$ cat config.mk
export PLATFORM = sky130hd
export DESIGN_NAME = ovr_clamp_top
export DESIGN_NICKNAME = d
export VERILOG_FILES = /design/src/rtl/ovr_pkg.sv /design/src/rtl/ovr_sat.sv /design/src/rtl/ovr_recovery_timer.sv /design/src/rtl/ovr_pin_role.sv /design/src/rtl/ovr_clamp_top.sv
export SDC_FILE = /design/constraint.sdc
export NUM_CORES = 1
export LEC_CHECK = 0
export BUFFER_PORTS_ARGS = -buffer_cell sky130_fd_sc_hd__buf_2
export CAP_MARGIN = 20
export CELL_PAD_IN_SITES_DETAIL_PLACEMENT = 0
export CELL_PAD_IN_SITES_GLOBAL_PLACEMENT = 2
export CORE_UTILIZATION = 28
export DETAILED_ROUTE_END_ITERATION = 10
export PLACE_DENSITY = 0.81
export SLEW_MARGIN = 15
export SYNTH_ARGS = -nofsm -noshare
export SYNTH_HDL_FRONTEND = slang
export SYNTH_SLANG_ARGS = --single-unit
$ cat constraint.sdc
create_clock -name clk -period 2.2 [get_ports clk]
set_clock_uncertainty 0.2 [all_clocks]
set_input_delay 0.66 -clock clk [delete_from_list [all_inputs] [get_ports clk]]
set_output_delay 0.66 -clock clk [all_outputs]
set_load 0.005 [all_outputs]
$ cat src/rtl/ovr_pkg.sv
package ovr_pkg;
   typedef enum logic {
      ROLE_DVAL = 1'b0,
      ROLE_SYNC = 1'b1
   } pin_role_e;
endpackage

$ cat src/rtl/ovr_sat.sv
module ovr_sat #(
   parameter int IN_W  = 24,
   parameter int OUT_W = 16
) (
   input  logic [IN_W-1:0]  raw_i,
   output logic [OUT_W-1:0] word_o,
   output logic             pos_o,
   output logic             neg_o
);
   localparam logic [OUT_W-1:0] POS_FS = {1'b0, {(OUT_W-1){1'b1}}};
   localparam logic [OUT_W-1:0] NEG_FS = {1'b1, {(OUT_W-1){1'b0}}};

   generate
      if (IN_W > OUT_W) begin : g_wide
         localparam int HI_W = IN_W - OUT_W + 1;
         logic [HI_W-1:0] hi_bits;
         logic            agree;
         assign hi_bits = raw_i[IN_W-1:OUT_W-1];
         assign agree   = (&hi_bits) | ~(|hi_bits);
         assign pos_o   = ~agree & ~raw_i[IN_W-1];
         assign neg_o   = ~agree &  raw_i[IN_W-1];
         always_comb begin
            if (pos_o)      word_o = POS_FS;
            else if (neg_o) word_o = NEG_FS;
            else            word_o = raw_i[OUT_W-1:0];
         end
      end else begin : g_equal
         assign pos_o  = 1'b0;
         assign neg_o  = 1'b0;
         assign word_o = raw_i[OUT_W-1:0];
      end
   endgenerate

   always_comb begin
      assert (!(pos_o && neg_o)) else $error("AST_SAT_EXCL");
   end
endmodule

$ cat src/rtl/ovr_recovery_timer.sv
module ovr_recovery_timer #(
   parameter int RECOVER_CYC = 2080
) (
   input  logic clk,
   input  logic rst_n,
   input  logic start_i,
   output logic active_o
);
   localparam int CNT_W = $clog2(RECOVER_CYC + 1);
   localparam logic [CNT_W-1:0] LOAD = CNT_W'(RECOVER_CYC);

   logic [CNT_W-1:0] cnt_q;

   always_ff @(posedge clk) begin
      if (!rst_n)              cnt_q <= '0;
      else if (start_i)        cnt_q <= LOAD;
      else if (cnt_q != '0)    cnt_q <= cnt_q - 1'b1;
   end

   assign active_o = (cnt_q != '0);

   AST_TIMER_LOAD: assert property (@(posedge clk) disable iff (!rst_n)
      start_i |=> cnt_q == LOAD);
   AST_TIMER_STEP: assert property (@(posedge clk) disable iff (!rst_n)
      (!start_i && cnt_q != '0) |=> cnt_q == $past(cnt_q) - 1'b1);
   AST_TIMER_IDLE: assert property (@(posedge clk) disable iff (!rst_n)
      (!start_i && cnt_q == '0) |=> cnt_q == '0);
endmodule

$ cat src/rtl/ovr_pin_role.sv
module ovr_pin_role
   import ovr_pkg::*;
(
   input  logic clk,
   input  logic rst_n,
   input  logic role_i,
   input  logic pin_i,
   output logic oe_o,
   output logic sync_o
);
   pin_role_e role;
   logic      pin_q;
   logic      sync_q;

   assign role = pin_role_e'(role_i);
   assign oe_o = (role == ROLE_DVAL);

   always_ff @(posedge clk) begin
      if (!rst_n) begin
         pin_q  <= 1'b0;
         sync_q <= 1'b0;
      end else begin
         pin_q  <= pin_i;
         sync_q <= (role == ROLE_SYNC) & pin_i & ~pin_q;
      end
   end

   assign sync_o = sync_q;

   AST_SYNC_ROLE: assert property (@(posedge clk) disable iff (!rst_n)
      sync_o |-> $past(role_i) && $past(pin_i));
   AST_SYNC_SINGLE: assert property (@(posedge clk) disable iff (!rst_n)
      sync_o |=> !sync_o);
endmodule

$ cat src/rtl/ovr_clamp_top.sv
module ovr_clamp_top #(
   parameter int IN_W        = 24,
   parameter int OUT_W       = 16,
   parameter int RECOVER_CYC = 2080
) (
   input  logic             clk,
   input  logic             rst_n,
   input  logic             word_valid_i,
   input  logic [IN_W-1:0]  word_raw_i,
   input  logic             unstable_i,
   input  logic             pin_role_i,
   input  logic             pin_sync_i,
   input  logic             sticky_clr_i,
   output logic [OUT_W-1:0] word_o,
   output logic             word_rdy_o,
   output logic             dval_o,
   output logic             dval_oe_o,
   output logic             sync_o,
   output logic             sticky_ovr_o
);
   localparam logic [OUT_W-1:0] POS_FS = {1'b0, {(OUT_W-1){1'b1}}};
   localparam logic [OUT_W-1:0] NEG_FS = {1'b1, {(OUT_W-1){1'b0}}};

   initial begin
      assert (IN_W >= OUT_W) else $fatal(1, "IN_W must not be below OUT_W");
      assert (OUT_W >= 2)    else $fatal(1, "OUT_W too small");
      assert (RECOVER_CYC >= 1) else $fatal(1, "RECOVER_CYC must be positive");
   end

   logic [OUT_W-1:0] sat_word;
   logic             sat_pos, sat_neg;
   logic             win_active;
   logic             forced;
   logic             word_bad;

   logic [OUT_W-1:0] word_q;
   logic             rdy_q, dval_q, sticky_q;

   ovr_sat #(.IN_W(IN_W), .OUT_W(OUT_W)) i_sat (
      .raw_i  (word_raw_i),
      .word_o (sat_word),
      .pos_o  (sat_pos),
      .neg_o  (sat_neg)
   );

   ovr_recovery_timer #(.RECOVER_CYC(RECOVER_CYC)) i_timer (
      .clk      (clk),
      .rst_n    (rst_n),
      .start_i  (unstable_i),
      .active_o (win_active)
   );

   ovr_pin_role i_pin (
      .clk    (clk),
      .rst_n  (rst_n),
      .role_i (pin_role_i),
      .pin_i  (pin_sync_i),
      .oe_o   (dval_oe_o),
      .sync_o (sync_o)
   );

   assign forced   = unstable_i | win_active;
   assign word_bad = sat_pos | sat_neg;

   always_ff @(posedge clk) begin
      if (!rst_n) begin
         word_q   <= '0;
         rdy_q    <= 1'b0;
         dval_q   <= 1'b1;
         sticky_q <= 1'b0;
      end else begin
         rdy_q <= word_valid_i;
         if (word_valid_i) begin
            word_q <= forced ? NEG_FS : sat_word;
            dval_q <= ~(forced | word_bad);
         end
         sticky_q <= (sticky_q & ~sticky_clr_i)
                   | (word_valid_i & word_bad) | unstable_i;
      end
   end

   assign word_o       = word_q;
   assign word_rdy_o   = rdy_q;
   assign dval_o       = dval_q & ~win_active;
   assign sticky_ovr_o = sticky_q;

   AST_RDY_PULSE: assert property (@(posedge clk) disable iff (!rst_n)
      word_rdy_o == $past(word_valid_i));
   AST_FORCED_NEG: assert property (@(posedge clk) disable iff (!rst_n)
      (word_valid_i && forced) |=> word_o == NEG_FS && !dval_o);
   AST_POS_CLIP: assert property (@(posedge clk) disable iff (!rst_n)
      (word_valid_i && !forced && sat_pos) |=> word_o == POS_FS && !dval_o);
   AST_NEG_CLIP: assert property (@(posedge clk) disable iff (!rst_n)
      (word_valid_i && !forced && sat_neg) |=> word_o == NEG_FS && !dval_o);
   AST_WIN_LOW: assert property (@(posedge clk) disable iff (!rst_n)
      unstable_i |=> !dval_o);
   AST_STICKY_HOLD: assert property (@(posedge clk) disable iff (!rst_n)
      (sticky_ovr_o && !sticky_clr_i) |=> sticky_ovr_o);
endmodule

[Word-level counts from Yosys, hierarchy flattened]
Cells that the tools add are included.
Operators by class
  $add $sub $neg: 1
  $mul: 0
  div/mod/pow operators: 0
  magnitude comparators: 0
  equality and inequality tests: 0
  shifts and indexed selects: 0
  multiplexer cells: 5
  bitwise logic cells: 22
  reduce and logical (&&, ||, !) cells: 5
Operator list (number)
  two-way mux 16 bit: 3
  two-way mux 12 bit: 2
  nonzero test 12 bit: 1
  subtractor 12 x 1 -> 12 bit (second input constant): 1
  NOT 1 bit: 9
  AND reduction 9 bit: 1
  OR reduction 9 bit: 1
  AND 1 bit: 7
  OR 1 bit: 6
  nonzero test 2 bit: 1
  OR reduction 2 bit: 1
Word-level totals
  register bits: 33
  bits in latches: 0
  memory bits (writable): 0
  bits in read-only memories: 0
  bits of input ports: 31
  output and inout bits: 21
  word-level logic and storage cells: 41
  memories: 0

[Logic depth before layout (Yosys ltp)]
Gate-level depths: netlist (run 1).
  depth after elaboration: 9
  depth in mapped cells: 8
  gate-level depth less buffers: 6

[Cells and area by module]
A second synthesis (run 1) with hierarchy kept.
Second synthesis, totals
  cell total of the unflattened synthesis: 172
  area total of the unflattened synthesis: 1604.0 sq um
Modules (own cells, without submodules)
  ovr_clamp_top: times used 1, cells an instance 50, area an instance 646.9 sq um, sequential area each 380.4 sq um
  ovr_recovery_timer: times used 1, cells an instance 72, area an instance 598.1 sq um, sequential area each 240.2 sq um
  ovr_sat: times used 1, cells an instance 45, area an instance 299.0 sq um, sequential area each 0.0 sq um
  ovr_pin_role: times used 1, cells an instance 5, area an instance 60.1 sq um, sequential area each 40.0 sq um

[Worst setup path before layout (run 1)]
OpenSTA, ideal clock, no wires.
  path kind: register to output
  start: reg i_timer.cnt_q[2]
  end: out dval_o
  arrival: 1.168 ns
  required time: 1.340 ns
  slack: 0.172 ns
  cell stages (with the launch flop): 4
  path buffers: 0
  path through: dfxtp_1 -> nor4_4 -> nand4_1 -> nor2_1
Between the ends
  cells in the longest elaborated chain, start to end: 3
Ends and longest elaborated chain
  start: declaration: line ovr_recovery_timer.sv:12  | logic [CNT_W-1:0] cnt_q;
  start signal: assignment: line ovr_recovery_timer.sv:17  | else if (cnt_q != '0) cnt_q <= cnt_q - 1'b1;
  nonzero test 12 bit: line ovr_recovery_timer.sv:20  | assign active_o = (cnt_q != '0);
  NOT 1 bit: line ovr_clamp_top.sv:84  | assign dval_o = dval_q & ~win_active;
  AND 1 bit: line ovr_clamp_top.sv:84
  end: declaration: line ovr_clamp_top.sv:16  | output logic dval_o,
No other way between the ends.

[Worst setup path in the final report (run 1)]
  start: reg i_timer.cnt_q[1]
  end: out dval_o
Same word-level chain as after synthesis.

==> results.py, run 1 <==
metrics = {
    "status": {
        "status": "finished with violations",
        "violations": "setup timing",
    },
    "sta": {
        "maxSlewHeadroom_pct": 58.7,
        "drv_slew": 0,
        "final_hold_viol_count": 0,
        "final-setup-viol-count": 1,
        "worst_slew_pin_slew_ns": 0.619,
        "rsz0062_at_grt": "yes",
        "setup_ws_ns": -0.0331,
        "period_needed_ns": 2.23,
        "hold_slack_ns": 0.186,
        "post-route-period-util_pct": 102,
        "max_freq_mhz": 448,
    },
    "floorplan": {
        "std_cell_rows": 26,
        "die_y_um": 76.5,
        "start_util_pct": 29.7,
        "die_x_um": 76.5,
        "dieArea_sq_mm": 0.00586,
        "core_sq_mm": 0.00524,
        "num_io_pins": 52,
    },
    "critical_path": {
        "path_cells": "inv_2 -> ha_4 -> nor2b_4 -> nand4_1 -> nor2_1 -> buf_2",
        "critPathMaxStageDelay_ns": 0.34,
        "slowest_stage": "dfxtp_2",
        "setup.worst_path.start_class": "flop",
        "crit_arrival_ns": 1.37,
        "end_kind": "output pin",
        "crit_type": "flop to output pin",
        "path_max_fanout": 3,
        "cp.required_ns": 1.34,
    },
    "routing": {
        "final_antenna_net_count": 0,
        "avgViaCountPerCell": 4.54,
        "post-route-drc-count": 0,
        "wl_um": 3780,
        "first_pass_iters": 4,
        "drt_iter0_markers": 67,
        "detail_route.wl_per_cell_um": 12.0,
        "num_vias": 1426,
    },
    "clock_tree": {
        "clock-root-buffer": "clkbuf_8",
        "tritoncts": "built",
        "cts_sinks": 33,
        "clkSlewWorstSetupHoldPaths_ns": 0.07,
        "clockBufferDepth": 2,
        "insertion_delay_ns": 0.29,
        "cts_made_buffers": 5,
        "h-tree-depth": 2,
    },
    "grt": {
        "grt_pass1_wl_um": 6350,
        "globalRoute.totalOverflow": 0,
        "grt_max_degree": 21,
        "antenna_found_initial": 0,
        "gr-usage-all-layers_pct": 13.8,
        "grt_pass1_vias": 1402,
    },
    "synth": {
        "ys_types": 39,
        "syn_nets": 214,
        "ys_warn_count": 0,
        "synth.avg_cell_area_sq_um": 8.59,
        "ys_ff_latch": 33,
        "synthTopCellsByArea": "dfxtp_1 42%, nand2b_1 13%, a21oi_1 7.1%",
        "ys.flop_type": "dfxtp_1",
        "synth_edf_count": 0,
        "synthCells": 181,
        "synth_top_area_share_pct": 42.5,
        "synthArstFlopShare_pct": 0,
        "yosysTopAreaCell": "dfxtp_1",
        "ys_seq_area_share_pct": 42.5,
        "syn_area_sq_mm": 0.00156,
    },
    "cells_and_area": {
        "ff_latch_area_sq_um": 666,
        "fill_cells": 533,
        "layout_common_cells": "51 x buf_2, 32 x nand2b_1, 29 x dfxtp_1",
        "fin_cells": 314,
        "area_growth_pct": 34.3,
        "drive_gt1_share_pct": 34.0,
        "layout.cells.most_common": "buf_2",
        "n_antenna_cell": 0,
        "multi_input_area_sq_um": 847,
        "nets": 276,
    },
    "power_and_ir_drop": {
        "sequentialPowerShare_pct": 39.4,
        "p_int_mw": 1.26,
        "vdd_drop_max_mv": 0.337,
        "p_sw_mw": 0.512,
        "p_clk_share_pct": 33.8,
        "swShare_pct": 28.9,
        "power_density_mw_per_mm2": 849,
        "total_leakage_power_nw": 0.917,
        "combPwrFrac_pct": 26.8,
    },
    "placement": {
        "portBuffers": 51,
        "numPlacedInstances": 301,
        "gp_congestion": 0.756,
        "hpwl_um": 2630,
    },
    "flow_run": {
        "cap_violations": 0,
    },
    "hold_path": {
        "hold_class": "flop to flop",
    },
}
==> power groups by stage <==
stage | sequential [mW] | combinational, mW | clock, mW
5_1_grt | 0.707 | 0.536 | 0.652
4_1_cts | 0.698 | 0.468 | 0.614
3_5_place_dp | 0.704 | 0.423 | 0
3_3_place_gp | 0.704 | 0.421 | 0
6_report | 0.699 | 0.474 | 0.600
2_1_floorplan | 0.697 | 0.295 | 0
==> synth_stat cells, types with 3 or more instances <==
cell type  count
nor4_1         3
nand4_1        5
o21ai_0       20
xor2_1         3
a21oi_1       22
dfxtp_1       33
nand2_1        5
nor2_1        10
clkbuf_1       5
inv_1          6
nand2b_1      32
==> worst max-delay path, delay by kind of cell (launching register included) <==
kind | cells | cell delay (ns)
adder cells (fa/ha/maj) | 1 | 0.13
buffers and inverters | 2 | 0.21
flip-flops | 1 | 0.34
AND/OR/NAND/NOR | 3 | 0.41
==> repair_timing <==
action / CTS / global route
endpoints found under the hold margin: 0 / 0
hold buffers: 0 / 0
endpoints found under the setup margin: 1 / 1
gates resized for setup: 11 / 1
pin swaps: 3 / 3
setup buffers: 4 / 1
==> registers in the layout, summed over array words and instances, names as in the netlist <==
name	cells
dval_q	1
i_pin.sync_o	1
word_o	16
i_timer.cnt_q	12
sticky_ovr_o	1
word_rdy_o	1
i_pin.pin_q	1
==> cell families after synthesis <==
logic type | after synthesis | synth area share (%)
and+or+nand+nor | 77 | 30.4
AOI/OAI and AO/OA | 50 | 17.8
DFF | 33 | 42.5
buffers and inverters | 14 | 4.83
xor gates and xnor gates | 4 | 2.25
adders and majority gates | 2 | 1.61
muxes | 1 | 0.644
==> final cells by class <==
cell class | count | share of cell area [%]
Inverter | 6 | 1.08
Timing Repair Buffer | 63 | 16.5
Clock inverter | 2 | 1.80
Tap cell | 70 | 4.19
Clock buffer | 6 | 3.95
Sequential cell | 33 | 31.9
Multi-Input combinational cell | 134 | 40.6
==> stage by stage <==
step / power (mW) / worst slack [ns] / utilization (%) / setup TNS [ns] / area, sq um
floorplan: 0.992 / 0.172 / - / 0 / 1560
global placement: 1.12 / 0.0949 / 36.2 / 0 / 1900
detailed placement: 1.13 / 0.0500 / 36.2 / 0 / 1900
CTS: 1.78 / -0.0174 / 39.7 / -0.0174 / 2080
global route: 1.89 / -0.128 / 39.9 / -0.128 / 2090
finish: 1.77 / -0.0331 / 39.9 / -0.0331 / 2090
==> final timing paths <==
kind	cells past startpoint	endpoint	slack, ns	start
worst max register to register	7	dval_q$_SDFFE_PN1P_	0.17	i_timer.cnt_q[1]$_SDFFE_PP0P_
worst min register to register	1	i_pin.sync_o$_SDFF_PN0_	0.19	i_pin.pin_q$_SDFF_PN0_
worst max-delay path	6	dval_o	-0.03	i_timer.cnt_q[1]$_SDFFE_PP0P_
worst min-delay path	1	i_pin.sync_o$_SDFF_PN0_	0.19	i_pin.pin_q$_SDFF_PN0_
==> layer usage <==
| metal | GRT usage, % | vias up | share of wire [%] |
|---|---|---|---|
| met5 | 0 | - | 0 |
| met4 | 4.62 | 0 | 0.98 |
| met3 | 5.75 | 4 | 4.7 |
| met2 | 22.0 | 29 | 47 |
| met1 | 16.5 | 635 | 47 |
| li1 | - | 758 | - |
(Power assumes the default switching activity.)
==> run 2, diff against run 1 <==
- CELL_PAD_IN_SITES_DETAIL_PLACEMENT: 0 -> default
- CELL_PAD_IN_SITES_GLOBAL_PLACEMENT: 2 -> default
- CORE_UTILIZATION: 28 -> 45
- PLACE_DENSITY: 0.81 -> 0.76
- clock period: 2.2 -> 2.9 ns (I/O delays scaled with it)
==> results.py, run 2 (synthesis gave the netlist of run 1 again) <==
metrics = {
    "critical_path": {
        "crit_type": "flop to output pin",
        "r2r_cells": 6,
        "crit_arrival_ns": 1.70,
        "path_max_fanout": 6,
        "reg2reg_from": "i_timer.cnt_q[0]$_SDFFE_PP0P_",
        "path_cells": "inv_1 -> ha_1 -> nor2b_1 -> nand4_1 -> nor2_1 -> buf_2",
        "ff2ff_setup_slack_ns": 0.87,
        "critical-path-top-delay-family": "simple AND/OR/NAND/NOR gates",
        "r2r_end": "i_timer.cnt_q[3]$_SDFFE_PP0P_",
        "critPathMaxStageDelay_ns": 0.33,
        "path_buf_inv": 2,
        "setup.worst_path.start_class": "flop",
        "cp.required_ns": 1.83,
        "slowest_stage": "dfxtp_1",
        "end_kind": "output pin",
    },
    "hold_path": {
        "worstHoldStart": "i_pin.pin_q$_SDFF_PN0_",
        "whs_endpoint": "i_pin.sync_o$_SDFF_PN0_",
        "whs_path_depth": 1,
        "hold_class": "flop to flop",
    },
    "cells_and_area": {
        "fill_cells": 293,
        "layout.cells.most_common": "buf_2",
        "n_antenna_cell": 0,
        "drive_gt1_share_pct": 27.2,
        "area_growth_pct": 23.7,
        "layout_common_cells": "51 x buf_2, 33 x dfxtp_1, 32 x nand2b_1",
        "largest_register_ffs": 16,
        "nets": 267,
        "fin_area_sq_mm": 0.00192,
        "finish.utilization_pct": 61.0,
    },
    "sta": {
        "hold_slack_ns": 0.194,
        "rsz0062_at_grt": "no",
        "max_freq_mhz": 362,
        "setup_tns_ns": 0,
        "maxSlewHeadroom_pct": 63.4,
        "post-route-period-util_pct": 95.4,
        "period_needed_ns": 2.77,
        "final-setup-viol-count": 0,
        "final_hold_viol_count": 0,
        "worst_slew_pin_slew_ns": 0.549,
        "drv_slew": 0,
    },
    "power_and_ir_drop": {
        "combPwrFrac_pct": 24.9,
        "swShare_pct": 29.8,
        "power_density_mw_per_mm2": 618,
        "p_clk_share_pct": 31.0,
        "sequentialPowerShare_pct": 44.0,
        "total_leakage_power_nw": 0.852,
        "power_mw": 1.19,
        "vdd_drop_max_mv": 0.241,
        "p_sw_mw": 0.354,
        "p_int_mw": 0.836,
    },
    "floorplan": {
        "start_util_pct": 49.3,
        "core_sq_mm": 0.00315,
        "num_io_pins": 52,
        "die_x_um": 60.8,
        "dieArea_sq_mm": 0.00370,
        "die_y_um": 60.8,
        "std_cell_rows": 20,
    },
    "grt": {
        "grt_max_degree": 25,
        "antenna_found_initial": 0,
        "grt_pass1_vias": 1288,
        "globalRoute.totalOverflow": 0,
        "gr-usage-all-layers_pct": 20.2,
        "grt_pass1_wl_um": 5380,
    },
    "clock_tree": {
        "clock-root-buffer": "clkbuf_4",
        "clockBufferDepth": 2,
        "h-tree-depth": 2,
        "insertion_delay_ns": 0.34,
        "cts_made_buffers": 5,
        "cts_resized": 0,
        "cts_sinks": 33,
        "tritoncts": "built",
        "post_cts.repair.setup_buffers": 0,
        "hold_buffers": 0,
        "clkSlewWorstSetupHoldPaths_ns": 0.11,
    },
    "routing": {
        "detail_route.wl_per_cell_um": 11.8,
        "drt_iter0_markers": 74,
        "final_antenna_net_count": 0,
        "avgViaCountPerCell": 5.12,
        "post-route-drc-count": 0,
        "wl_um": 3290,
        "num_vias": 1429,
        "first_pass_iters": 4,
    },
    "status": {
        "status": "finished clean",
    },
    "placement": {
        "gp_congestion": 0.814,
        "post_dp_cell_area_sq_mm": 0.00183,
        "hpwl_um": 2350,
        "portBuffers": 51,
    },
    "flow_run": {
        "cap_violations": 0,
    },
}
-- run 2: cell types whose count changed in the layout (fill, tap and decap cells not counted), sizes merged --
cell    change
buf        -10
clkbuf      +1
-- run 2: routing by layer --
metal / up-vias / global-route usage, % / routed length (um)
met4: 0 / 7.79 / 52
li1: 743 / - / -
met2: 39 / 32.7 / 1470
met5: - / 0 / 0
met3: 6 / 8.32 / 191
met1: 641 / 24.1 / 1570
-- run 2: worst register-to-register path, cell delays in order, from the launching register on --
cell	delay, ns
dfxtp_1	0.35
inv_1	0.09
ha_1	0.23
nor2b_1	0.14
and4_1	0.31
or4_1	0.51
a21oi_1	0.15
-- run 2: layout make-up --
class	instances	area, sq um	area share, %
Clock buffer	6	51.3	2.67
Clock inverter	2	37.5	1.95
Tap cell	44	55.1	2.86
Timing Repair Buffer	54	278	14.4
Multi-Input combinational cell	134	820	42.6
Sequential cell	33	661	34.3
Inverter	6	22.5	1.17
-- run 2: how the worst max path moves through the flow --
stage | to | slack, ns | from | cells after the start
6_report | dval_o | 0.13 | i_timer.cnt_q[0]$_SDFFE_PP0P_ | 6
4_1_cts | dval_o | 0.13 | i_timer.cnt_q[0]$_SDFFE_PP0P_ | 6
2_1_floorplan | dval_o | 0.66 | i_timer.cnt_q[2]$_SDFFE_PP0P_ | 3
3_3_place_gp | word_o[13]$_SDFFE_PN0P_ | 0.43 | word_raw_i[16] | 5
3_5_place_dp | word_o[10]$_SDFFE_PN0P_ | 0.39 | word_raw_i[15] | 5
5_1_grt | dval_o | 0.007 | i_timer.cnt_q[0]$_SDFFE_PP0P_ | 6
-- run 2: per-stage QoR --
| step | std cells | setup WS [ns] |
|---|---|---|
| finish | 279 | 0.135 |
| global route | 279 | 0.00657 |
| CTS | 278 | 0.130 |
| global placement | 270 | 0.435 |
| detailed placement | 270 | 0.390 |
| floorplan | 181 | 0.662 |
-- run 2: power groups by stage --
| stage | Sequential, mW | Combinational [mW] | Clock [mW] |
|---|---|---|---|
| after floorplan | 0.529 | 0.224 | 0 |
| after global placement | 0.534 | 0.292 | 0 |
| after detailed placement | 0.534 | 0.295 | 0 |
| after CTS | 0.524 | 0.296 | 0.380 |
| after global routing | 0.530 | 0.338 | 0.403 |
| final | 0.524 | 0.297 | 0.369 |
